==> src/rtl/bcs_pkg.sv <==
package bcs_pkg;
  parameter int COL_W = 8;
  typedef logic [COL_W-1:0] col_t;

  // Beat-index mask for a burst: length minus one, all ones for a full page.
  function automatic col_t len_mask(logic [2:0] bl, logic wr, logic sw);
    col_t m;
    if (wr && sw) return '0;
    case (bl)
      3'd1:    m = col_t'(1);
      3'd2:    m = col_t'(3);
      3'd3:    m = col_t'(7);
      3'd7:    m = '1;
      default: m = '0;
    endcase
    return m;
  endfunction

  // Column of a beat: the high bits stay fixed, the low bits step or flip.
  function automatic col_t beat_col(col_t base, col_t cnt, col_t mask, logic il);
    col_t low;
    low = il ? (base ^ cnt) : (base + cnt);
    return (base & ~mask) | (low & mask);
  endfunction
endpackage

==> src/rtl/bcs_beat_ctr.sv <==
module bcs_beat_ctr
  import bcs_pkg::*;
(
  input  logic       clk,
  input  logic       rst_n,
  input  logic       start,
  input  logic       start_wr,
  input  col_t       start_col,
  input  logic [2:0] mode_bl,
  input  logic       mode_il,
  input  logic       mode_sw,
  input  logic       stop,
  output logic       active,
  output col_t       cnt,
  output col_t       base,
  output col_t       mask,
  output logic       il,
  output logic       is_wr,
  output logic       last
);
  logic full;

  assign full = (mask == '1);
  assign last = active && !full && (cnt == mask);

  always_ff @(posedge clk) begin
    if (!rst_n) begin
      active <= 1'b0;
      cnt    <= '0;
      base   <= '0;
      mask   <= '0;
      il     <= 1'b0;
      is_wr  <= 1'b0;
    end else if (start) begin
      active <= 1'b1;
      cnt    <= '0;
      base   <= start_col;
      mask   <= len_mask(mode_bl, start_wr, mode_sw);
      il     <= mode_il;
      is_wr  <= start_wr;
    end else if (active) begin
      if (stop || last) active <= 1'b0;
      else              cnt    <= cnt + col_t'(1);
    end
  end
endmodule

==> src/rtl/bcs_addr_gen.sv <==
module bcs_addr_gen
  import bcs_pkg::*;
(
  input  col_t base,
  input  col_t cnt,
  input  col_t mask,
  input  logic il,
  output col_t col
);
  assign col = beat_col(base, cnt, mask, il);
endmodule

==> src/rtl/bcs_rd_pipe.sv <==
module bcs_rd_pipe #(
  parameter int CL_MAX = 3,
  parameter int CL_W   = 2
) (
  input  logic            clk,
  input  logic            rst_n,
  input  logic            beat_rd,
  input  logic [CL_W-1:0] cl,
  output logic            rd_valid
);
  localparam int DEPTH = (CL_MAX > 1) ? CL_MAX - 1 : 1;

  logic [DEPTH-1:0] sr;

  genvar g;
  generate
    for (g = 0; g < DEPTH; g++) begin : g_stage
      if (g == 0) begin : g_first
        always_ff @(posedge clk) begin
          if (!rst_n) sr[g] <= 1'b0;
          else        sr[g] <= beat_rd;
        end
      end else begin : g_next
        always_ff @(posedge clk) begin
          if (!rst_n) sr[g] <= 1'b0;
          else        sr[g] <= sr[g-1];
        end
      end
    end
  endgenerate

  always_comb begin
    rd_valid = beat_rd;
    for (int i = 0; i < DEPTH; i++) begin
      if (int'(cl) == i + 2) rd_valid = sr[i];
    end
  end
endmodule

==> src/rtl/burst_col_seq.sv <==
module burst_col_seq
  import bcs_pkg::*;
#(
  parameter int CL_MAX = 3,
  parameter int CL_W   = 2
) (
  input  logic            clk,
  input  logic            rst_n,
  input  logic            start,
  input  logic            start_wr,
  input  logic [7:0]      start_col,
  input  logic [2:0]      mode_bl,
  input  logic            mode_il,
  input  logic [CL_W-1:0] mode_cl,
  input  logic            mode_sw,
  input  logic            stop,
  output logic [7:0]      col_out,
  output logic            col_valid,
  output logic            col_is_wr,
  output logic            burst_done,
  output logic            rd_valid,
  output logic            wr_mask
);
  col_t cnt, base, mask;
  logic il, active, is_wr, last;
  logic beat_rd;

  bcs_beat_ctr u_ctr (
    .clk(clk), .rst_n(rst_n), .start(start), .start_wr(start_wr),
    .start_col(start_col), .mode_bl(mode_bl), .mode_il(mode_il),
    .mode_sw(mode_sw), .stop(stop), .active(active), .cnt(cnt),
    .base(base), .mask(mask), .il(il), .is_wr(is_wr), .last(last)
  );

  bcs_addr_gen u_addr (
    .base(base), .cnt(cnt), .mask(mask), .il(il), .col(col_out)
  );

  assign beat_rd = active && !is_wr;

  bcs_rd_pipe #(.CL_MAX(CL_MAX), .CL_W(CL_W)) u_rd (
    .clk(clk), .rst_n(rst_n), .beat_rd(beat_rd), .cl(mode_cl),
    .rd_valid(rd_valid)
  );

  assign col_valid  = active;
  assign col_is_wr  = is_wr;
  assign burst_done = last;
  assign wr_mask    = start && !start_wr && active && is_wr;
endmodule

==> config.mk <==
export PLATFORM = sky130hd
export DESIGN_NAME = burst_col_seq
export DESIGN_NICKNAME = d
export VERILOG_FILES = /design/src/rtl/bcs_pkg.sv /design/src/rtl/bcs_beat_ctr.sv /design/src/rtl/bcs_addr_gen.sv /design/src/rtl/bcs_rd_pipe.sv /design/src/rtl/burst_col_seq.sv
export SDC_FILE = /design/constraint.sdc
export NUM_CORES = 1
export LEC_CHECK = 0
export BUFFER_PORTS_ARGS = -buffer_cell sky130_fd_sc_hd__clkbuf_2
export CAP_MARGIN = 20
export CELL_PAD_IN_SITES_DETAIL_PLACEMENT = 0
export CELL_PAD_IN_SITES_GLOBAL_PLACEMENT = 1
export CORE_ASPECT_RATIO = 0.9
export CORE_MARGIN = 5
export CORE_UTILIZATION = 27
export CTS_CLUSTER_SIZE = 28
export DETAILED_ROUTE_END_ITERATION = 16
export HOLD_SLACK_MARGIN = 0.03
export PLACE_DENSITY_LB_ADDON = 0.08
export REMOVE_ABC_BUFFERS = 1
export SYNTH_ARGS = -nofsm -noshare
export SYNTH_HDL_FRONTEND = slang
export SYNTH_SLANG_ARGS = --single-unit
==> constraint.sdc <==
create_clock -name clk -period 3.2 [get_ports clk]
set_clock_uncertainty 0.1 [all_clocks]
set_input_delay 0.8 -clock clk [delete_from_list [all_inputs] [get_ports clk]]
set_output_delay 0.8 -clock clk [all_outputs]
set_load 0.05 [all_outputs]
==> impl_metrics.json, run 1 <==
{
  "grt_max_degree": 15,
  "yosysTopAreaCellShare": 0.3252,
  "fin_ws_ns": 0.1510,
  "syn_to_final_growth_pct": 22.68,
  "drv_cap": 0,
  "gr-usage-all-layers": 0.1219,
  "fp.dieArea_mm2": 0.007312,
  "worst_pin_slew_ns": 0.7002,
  "drive_above_1_share": 0.2500,
  "rsz0062_at_grt": "no",
  "ys_types": 39,
  "routedWlPerCell_um": 14.08,
  "syn-instance-count": 188,
  "cts-root-buf": "clkbuf_8",
  "power_uw": 662.9,
  "grt_pass1_vias": 1418,
  "htree_levels": 1,
  "setup_violations": 0,
  "outcome": "finished, final reports clean",
  "startpoint_type": "flip-flop",
  "fin_crit_sh": 0.9528,
  "fp.dieW_um": 89.58,
  "cts.sinks": 25,
  "clock_latency_ns": 0.27,
  "crit_required_ns": 2.30,
  "wirelength_mm": 4.139,
  "drv_slew": 0,
  "path_class": "flip-flop to output port",
  "p_per_area_mw_per_mm2": 351.1,
  "num_rows": 26,
  "synth.area.top_cells": "dfxtp_1 33%, mux2i_1 8.5%, nor2_1 6.8%",
  "seq_area_frac_synth": 0.3252,
  "min_path_type": "flip-flop to flip-flop",
  "avgSynthCellArea_um2": 8.186,
  "finalSetupTns_ns": 0,
  "diodes": 0,
  "drc": 0,
  "preCtsSetupSlack_ns": 0.1937,
  "dpl.hpwl_mm": 3.371,
  "synth_area_leader_cell": "dfxtp_1",
  "cp.arrival_ns": 2.15,
  "drtIter0Drc": 56,
  "period_needed_ns": 3.049,
  "drt-pass1-iter-count": 4,
  "relSlewSlack": 0.5315,
  "core_area_mm2": 0.005595,
  "ir_worst_vdd_uv": 184.2,
  "via_per_inst": 4.942,
  "leakage_nw": 0.8319,
  "end_kind": "output port",
  "cp_max_fo": 2,
  "dp_cells": 289,
  "synth_top_flop_cell": "dfxtp_1",
  "grt_overflow": 0,
  "ios": 33,
  "grt_antenna_before_repair": 0,
  "nets": 254,
  "vias": 1453,
  "cts-buffers-inserted": 3,
  "initial_utilization": 0.2750,
  "tritoncts": "yes",
  "fillers": 608,
  "cts_buffer_depth": 2,
  "fmax_ghz": 0.3280,
  "place.gp.congestion": 0.7834,
  "grt_pass1_wl_mm": 6.989,
  "port_buffers": 32,
  "clk_pin_slew_ns": 0.09,
  "die_h_um": 81.63,
  "final_antenna_net_count": 0,
  "ys_async_sr_fraction": 0,
  "synth-edff-count": 0,
  "layoutNonFillerInstCount": 294,
  "synth-seq-cells": 25,
  "hold_violations": 0,
  "syn_area_mm2": 0.001539,
  "yosys_warnings": 0
}
[area by class of cell]
| class | count | area [µm²] | share of cell area |
|---|---|---|---|
| Multi-Input combinational cell | 151 | 1013 | 0.5368 |
| Sequential cell | 25 | 508.0 | 0.2691 |
| Timing Repair Buffer | 37 | 206.4 | 0.1093 |
| Tap cell | 70 | 87.58 | 0.04639 |
| Clock buffer | 3 | 41.29 | 0.02187 |
| Inverter | 7 | 26.28 | 0.01392 |
| Clock inverter | 1 | 5.005 | 0.002651 |
[metrics by stage]
stage          hold slack [ns]  instance area, µm²  utilization
2_1_floorplan           0.3309                1520            -
3_3_place_gp            0.3448                1798       0.3213
3_5_place_dp            0.3621                1798       0.3213
4_1_cts                 0.3787                1854       0.3314
5_1_grt                 0.3847                1888       0.3374
6_report                0.3688                1888       0.3374
[cell usage after synthesis (7+ instances only)]
library cell	instances
xnor2_1	7
dfxtp_1	25
mux2i_1	13
o21ai_0	10
a21oi_1	10
inv_1	7
nand2_1	19
nor2_1	28
nor2b_1	7
ha_1	8
[path summary, 6_finish.rpt]
path | startpoint | to | slack (ns) | cells past startpoint
worst max-delay path | u_ctr.cnt[0]$_SDFFE_PP0P_ | col_out[6] | 0.15 | 9
worst min-delay path | u_rd.sr[0]$_SDFF_PN0_ | u_rd.sr[1]$_SDFF_PN0_ | 0.37 | 1
worst max register to register | u_ctr.mask[6]$_SDFFE_PN0P_ | u_ctr.active$_SDFF_PN0_ | 1.08 | 5
worst min register to register | u_rd.sr[0]$_SDFF_PN0_ | u_rd.sr[1]$_SDFF_PN0_ | 0.37 | 1
[worst max-delay path, cell delays in order (launching register included)]
cell and delay, ns:
dfxtp_2 0.33, ha_1 0.20, inv_1 0.08, fa_2 0.21
nor2b_2 0.05, o21ai_2 0.14, a211oi_2 0.09, or3_1 0.35
a31o_2 0.25, clkbuf_8 0.17
[cell usage in the layout, fill, tap and decap left out, drive strengths merged, types with 7 or more instances in the layout]
cell / count
a21oi: 10
nor2b: 7
nor2: 28
xnor2: 7
ha: 8
mux2i: 13
buf: 7
inv: 7
o21ai: 10
clkbuf: 33
dfxtp: 25
nand2: 19
[flip-flops by register name (all words and copies together) (netlist names)]
name,flops
u_ctr.base,8
u_ctr.il,1
u_ctr.cnt,8
u_ctr.is_wr,1
u_ctr.mask,4
u_ctr.active,1
u_rd.sr,2
[metal layers]
layer / up-vias / share of wire / track usage
met2: 31 / 0.43 / 0.1806
met5: - / 0 / 0
met1: 679 / 0.52 / 0.1821
li1: 743 / - / -
met3: 0 / 0.044 / 0.03009
met4: 0 / 0 / 0.01339
[power breakdown]
group	leakage (nW)	internal [mW]	switching, mW
sequential	0.207	0.322	0.0150
clock	0.0255	0.0872	0.107
combinational	0.600	0.0469	0.0851
[logic make-up after synthesis]
kind of cell | after synthesis | synth area share
AO/OA/AOI/OAI | 39 | 0.1748
flip-flops | 25 | 0.3252
XOR/XNOR | 8 | 0.04553
AND/OR/NAND/NOR | 80 | 0.2480
buffers and inverters | 12 | 0.02927
multiplexers | 15 | 0.09918
adder cells (fa/ha/maj) | 9 | 0.07805
[repair_timing]
item	CTS	global route
hold buffers	0	0
buffers inserted	0	1
pin swaps	1	2
gates resized for setup	3	14
setup endpoints to repair	1	3
Power figures use the tool's default switching activity.
==> run 2: changes to the inputs <==
--- a/config.mk
+++ b/config.mk
@@ -16,7 +16,9 @@
 export DETAILED_ROUTE_END_ITERATION = 16
 export HOLD_SLACK_MARGIN = 0.03
 export PLACE_DENSITY_LB_ADDON = 0.08
+export RECOVER_POWER = 100
 export REMOVE_ABC_BUFFERS = 1
+export SKIP_LAST_GASP = 1
 export SYNTH_ARGS = -nofsm -noshare
 export SYNTH_HDL_FRONTEND = slang
 export SYNTH_SLANG_ARGS = --single-unit
==> impl_metrics.json, run 2 (synthesized netlist as in run 1, its figures left out) <==
{
  "hold_violations": 0,
  "holdPathStages": 1,
  "grt_antenna_before_repair": 0,
  "htree_levels": 1,
  "drive_above_1_share": 0.2143,
  "port_buffers": 32,
  "gr-usage-all-layers": 0.1219,
  "dpl.hpwl_mm": 3.371,
  "rsz0062_at_grt": "no",
  "period_needed_ns": 3.056,
  "leakage_nw": 0.8048,
  "cp.arrival_ns": 2.16,
  "final_antenna_net_count": 0,
  "r2r_start": "u_ctr.mask[6]$_SDFFE_PN0P_",
  "p_per_area_mw_per_mm2": 354.2,
  "drv_cap": 0,
  "cp_max_fo": 3,
  "hold_buffers": 0,
  "nets": 254,
  "path_cells": "ha_1 > a21o_1 > a21oi_1 > o21a_1 > or3_1 > a31oi_1 > clkbuf_2",
  "fin_crit_sh": 0.9550,
  "dp_cells": 289,
  "cts-buffers-inserted": 3,
  "fmax_ghz": 0.3272,
  "finalSetupTns_ns": 0,
  "tritoncts": "yes",
  "drt-pass1-iter-count": 4,
  "relSlewSlack": 0.4046,
  "drv_slew": 0,
  "grt_overflow": 0,
  "mostFrequentLayoutCell": "nor2_1",
  "swShare": 0.3117,
  "via_per_inst": 4.983,
  "p_sw_uw": 205.9,
  "min_path_type": "flip-flop to flip-flop",
  "startpoint_type": "flip-flop",
  "drc": 0,
  "clk_pin_slew_ns": 0.09,
  "outcome": "finished, final reports clean",
  "crit_cells": 7,
  "ir_worst_vdd_uv": 184.0,
  "p_seq_frac": 0.510,
  "num_rows": 26,
  "power_uw": 660.7,
  "syn_to_final_growth_pct": 21.22,
  "ios": 33,
  "pwr-share-comb": 0.197,
  "cp_top_family": "compound AO/OA/AOI/OAI gates",
  "layoutNonFillerInstCount": 294,
  "core_area_mm2": 0.005595,
  "clock_latency_ns": 0.27,
  "crit_start": "u_ctr.base[1]$_SDFFE_PN0P_",
  "routedWlPerCell_um": 14.03,
  "cts.sinks": 25,
  "initial_utilization": 0.2750,
  "slowest_delay_ns": 0.34,
  "seqCellArea_um2": 508.0,
  "fp.dieArea_mm2": 0.007312,
  "cts-root-buf": "clkbuf_8",
  "grt_pass1_wl_mm": 6.989,
  "setup_violations": 0,
  "power_frac_clock": 0.293,
  "vias": 1465,
  "place_area_mm2": 0.001798,
  "path_class": "flip-flop to output port",
  "diodes": 0,
  "ff2ff_path_depth": 5,
  "cts_buffer_depth": 2,
  "multiInputGateArea_mm2": 0.001002,
  "fillers": 615,
  "stdcell_area_mm2": 0.001866,
  "wirelength_mm": 4.124,
  "place.gp.congestion": 0.7834,
  "slowest_stage": "dfxtp_1",
  "grt_pass1_vias": 1418,
  "path_buf_inv": 1,
  "crit_required_ns": 2.30,
  "power.internal_uw": 454.8,
  "grt_max_degree": 15,
  "drtIter0Drc": 55,
  "hold_ws_ns": 0.3686,
  "reg.largest.list": "u_ctr.base (8), u_ctr.cnt (8), u_ctr.mask (4)",
  "fp.dieW_um": 89.58,
  "end_kind": "output port",
  "final_cell_mix": "28 x nor2_1, 23 x clkbuf_2, 21 x dfxtp_1, 19 x nand2_1, 13 x mux2i_1",
  "worst_pin_slew_ns": 0.8931,
  "die_h_um": 81.63,
  "min_from": "u_rd.sr[0]$_SDFF_PN0_"
}
run 2: area by class of cell:
type,count,area share
clock buffer,3,0.02213
inverter,7,0.01408
multi-input combinational,151,0.5372
tap,70,0.04695
sequential,25,0.2723
clock inverter,1,0.002683
timing repair buffer,37,0.1046
run 2: routing by layer:
metal | wire (µm) | track usage
met5 | 0 | 0
met3 | 200 | 0.03009
met2 | 1805 | 0.1806
met4 | 0 | 0.01339
met1 | 2117 | 0.1821
run 2: worst register-to-register path, cell delays in order, from the launching register on:
cell and delay, ns:
dfxtp_1 0.48, or4_1 0.58, o22a_1 0.24, o311ai_0 0.38, xor2_1 0.19, nor2_1 0.08
run 2: worst paths after layout:
kind                               end  slack, ns
max reg2reg  u_ctr.cnt[2]$_SDFFE_PP0P_       1.03
min              u_rd.sr[1]$_SDFF_PN0_       0.37
max                         col_out[5]       0.14
min reg2reg      u_rd.sr[1]$_SDFF_PN0_       0.37
run 2: power by group through the flow:
stage                     sequential [mW]  clock, mW  combinational, mW
final                               0.337      0.194              0.130
after global routing                0.339      0.213              0.143
after CTS                           0.338      0.202              0.132
after detailed placement            0.345          0              0.130
after global placement              0.344          0              0.128
after floorplan                     0.345          0             0.0839
run 2: per-stage QoR:
stage          worst slack [ns]    util
3_3_place_gp             0.2563  0.3213
6_report                 0.1441  0.3334
3_5_place_dp             0.1937  0.3213
5_1_grt                0.005380  0.3334
4_1_cts               0.0007265  0.3314
2_1_floorplan         0.0005698       -
run 2: what timing repair did:
action / in CTS / in global routing
endpoints found under the setup margin: 1 / 3
resized for setup: 3 / 14
pin swaps: 1 / 2
setup buffers: 0 / 1
==> run 3: changes to the inputs <==
==> constraint.sdc (replaced) <==
create_clock -name clk -period 3.1 [get_ports clk]
set_clock_uncertainty 0.1 [all_clocks]
set_input_delay 0.775 -clock clk [delete_from_list [all_inputs] [get_ports clk]]
set_output_delay 0.775 -clock clk [all_outputs]
set_load 0.05 [all_outputs]
==> impl_metrics.json, run 3 (synthesized netlist as in run 1, its figures left out) <==
{
  "clk_pin_slew_ns": 0.09,
  "fin_crit_sh": 0.9719,
  "holdPathEnd": "u_rd.sr[1]$_SDFF_PN0_",
  "routedWlPerCell_um": 14.12,
  "syn_to_final_growth_pct": 23.25,
  "min_path_type": "flip-flop to flip-flop",
  "initial_utilization": 0.2750,
  "swShare": 0.3101,
  "grt_pass1_wl_mm": 6.948,
  "hold_violations": 0,
  "htree_levels": 1,
  "outcome": "finished, final reports clean",
  "power.internal_uw": 472.3,
  "die_h_um": 81.63,
  "p_per_area_mw_per_mm2": 360.9,
  "drive_above_1_share": 0.2188,
  "gr-usage-all-layers": 0.1207,
  "drv_cap": 0,
  "p_sw_uw": 212.2,
  "core_area_mm2": 0.005595,
  "finalSetupTns_ns": 0,
  "grt_overflow": 0,
  "path_cells": "ha_4 > inv_2 > fa_2 > nor2b_2 > o21ai_2 > a211oi_2 > o21ai_1 > a31o_2 > buf_8",
  "cts-root-buf": "clkbuf_8",
  "fp.dieW_um": 89.58,
  "pwr-share-comb": 0.201,
  "grt_pass1_vias": 1412,
  "preCtsSetupSlack_ns": 0.1196,
  "rsz0062_at_grt": "yes",
  "min_from": "u_rd.sr[0]$_SDFF_PN0_",
  "final_cell_mix": "28 x nor2_1, 22 x dfxtp_1, 21 x clkbuf_2, 19 x nand2_1, 13 x mux2i_1",
  "port_buffers": 32,
  "final_antenna_net_count": 0,
  "startpoint_type": "flip-flop",
  "slowest_delay_ns": 0.39,
  "fp.dieArea_mm2": 0.007312,
  "drtIter0Drc": 51,
  "ios": 33,
  "ff2ff_path_depth": 5,
  "cts_buffer_depth": 2,
  "r2r_start": "u_ctr.mask[6]$_SDFFE_PN0P_",
  "period_needed_ns": 3.013,
  "crit_required_ns": 2.22,
  "tritoncts": "yes",
  "leakage_nw": 0.8009,
  "place.gp.congestion": 0.7834,
  "cts.sinks": 25,
  "hold_buffers": 0,
  "drt-pass1-iter-count": 4,
  "wirelength_mm": 4.151,
  "via_per_inst": 4.949,
  "ir_worst_vdd_uv": 191.0,
  "place_area_mm2": 0.001798,
  "grt_antenna_before_repair": 0,
  "cp.arrival_ns": 2.14,
  "slowest_stage": "fa_2",
  "cp_max_fo": 3,
  "holdPathStages": 1,
  "power_frac_clock": 0.289,
  "reg.largest.list": "u_ctr.base (8), u_ctr.cnt (8), u_ctr.mask (4)",
  "cts-buffers-inserted": 3,
  "relSlewSlack": 0.4090,
  "mostFrequentLayoutCell": "nor2_1",
  "num_rows": 26,
  "vias": 1455,
  "diodes": 0,
  "dpl.hpwl_mm": 3.394,
  "fmax_ghz": 0.3319,
  "drv_slew": 0,
  "end_kind": "output port",
  "path_class": "flip-flop to output port",
  "setup_violations": 0,
  "fin_ws_ns": 0.08701,
  "grt_max_degree": 15,
  "clock_latency_ns": 0.27,
  "stdcell_area_mm2": 0.001897,
  "drc": 0,
  "p_seq_frac": 0.510,
  "worst_pin_slew_ns": 0.8865,
  "r2r-end": "u_ctr.cnt[2]$_SDFFE_PP0P_",
  "nets": 254,
  "utilization": 0.3390,
  "timing.reg2reg.setup_slack_ns": 0.90,
  "fillers": 629
}
==> run 3: final cells by class <==
type	count	area, µm²	share of cell area
inverters	7	26.28	0.01385
repair buffers	37	200.2	0.1055
multi-input cells	151	1030	0.5429
flip-flops and latches	25	506.7	0.2672
clock buffers	3	41.29	0.02177
clock inverters	1	5.005	0.002639
well taps	70	87.58	0.04617
==> run 3: how the worst max path moves through the flow <==
stage / start / to / slack, ns
6_report: u_ctr.base[0]$_SDFFE_PN0P_ / col_out[6] / 0.09
3_5_place_dp: u_ctr.base[0]$_SDFFE_PN0P_ / col_out[6] / 0.12
5_1_grt: u_ctr.base[0]$_SDFFE_PN0P_ / col_out[6] / -0.02
4_1_cts: u_ctr.base[0]$_SDFFE_PN0P_ / col_out[6] / 0.02
2_1_floorplan: u_ctr.cnt[4]$_SDFFE_PP0P_ / col_out[7] / -0.07
3_3_place_gp: u_ctr.base[0]$_SDFFE_PN0P_ / col_out[6] / 0.18
==> run 3: power by group through the flow <==
| stage | combinational, mW | clock (mW) | sequential [mW] |
|---|---|---|---|
| global route | 0.150 | 0.219 | 0.352 |
| floorplan | 0.0866 | 0 | 0.356 |
| CTS | 0.136 | 0.207 | 0.349 |
| finish | 0.137 | 0.198 | 0.349 |
| detailed placement | 0.134 | 0 | 0.356 |
| global placement | 0.132 | 0 | 0.356 |
==> run 3: critical path: cells and delay by family, from the launching register on <==
kind | cells | cell delay [ns]
buffers and inverters | 2 | 0.19
flip-flops | 1 | 0.37
AO/OA/AOI/OAI | 4 | 0.65
adder cells (fa/ha/maj) | 2 | 0.52
AND/OR/NAND/NOR | 1 | 0.13
==> run 3: timing repair <==
| item | CTS | global route |
|---|---|---|
| endpoints found under the setup margin | 3 | 4 |
| pin swaps | 1 | 6 |
| buffers inserted | 0 | 1 |
| gates resized for setup | 7 | 20 |
==> run 3: through the flow <==
stage	power [mW]	cells	hold slack, ns
2_1_floorplan	0.4427	183	0.3309
6_report	0.6845	294	0.3654
5_1_grt	0.7201	294	0.3854
4_1_cts	0.6918	293	0.3744
3_3_place_gp	0.4876	289	0.3448
3_5_place_dp	0.4904	289	0.3581
==> run 3: layer usage <==
layer,GRT usage,vias up,wire length (µm)
met1,0.1769,688,2154
li1,-,739,-
met4,0.01339,0,0
met5,0,-,0
met2,0.1813,28,1806
met3,0.03210,0,190
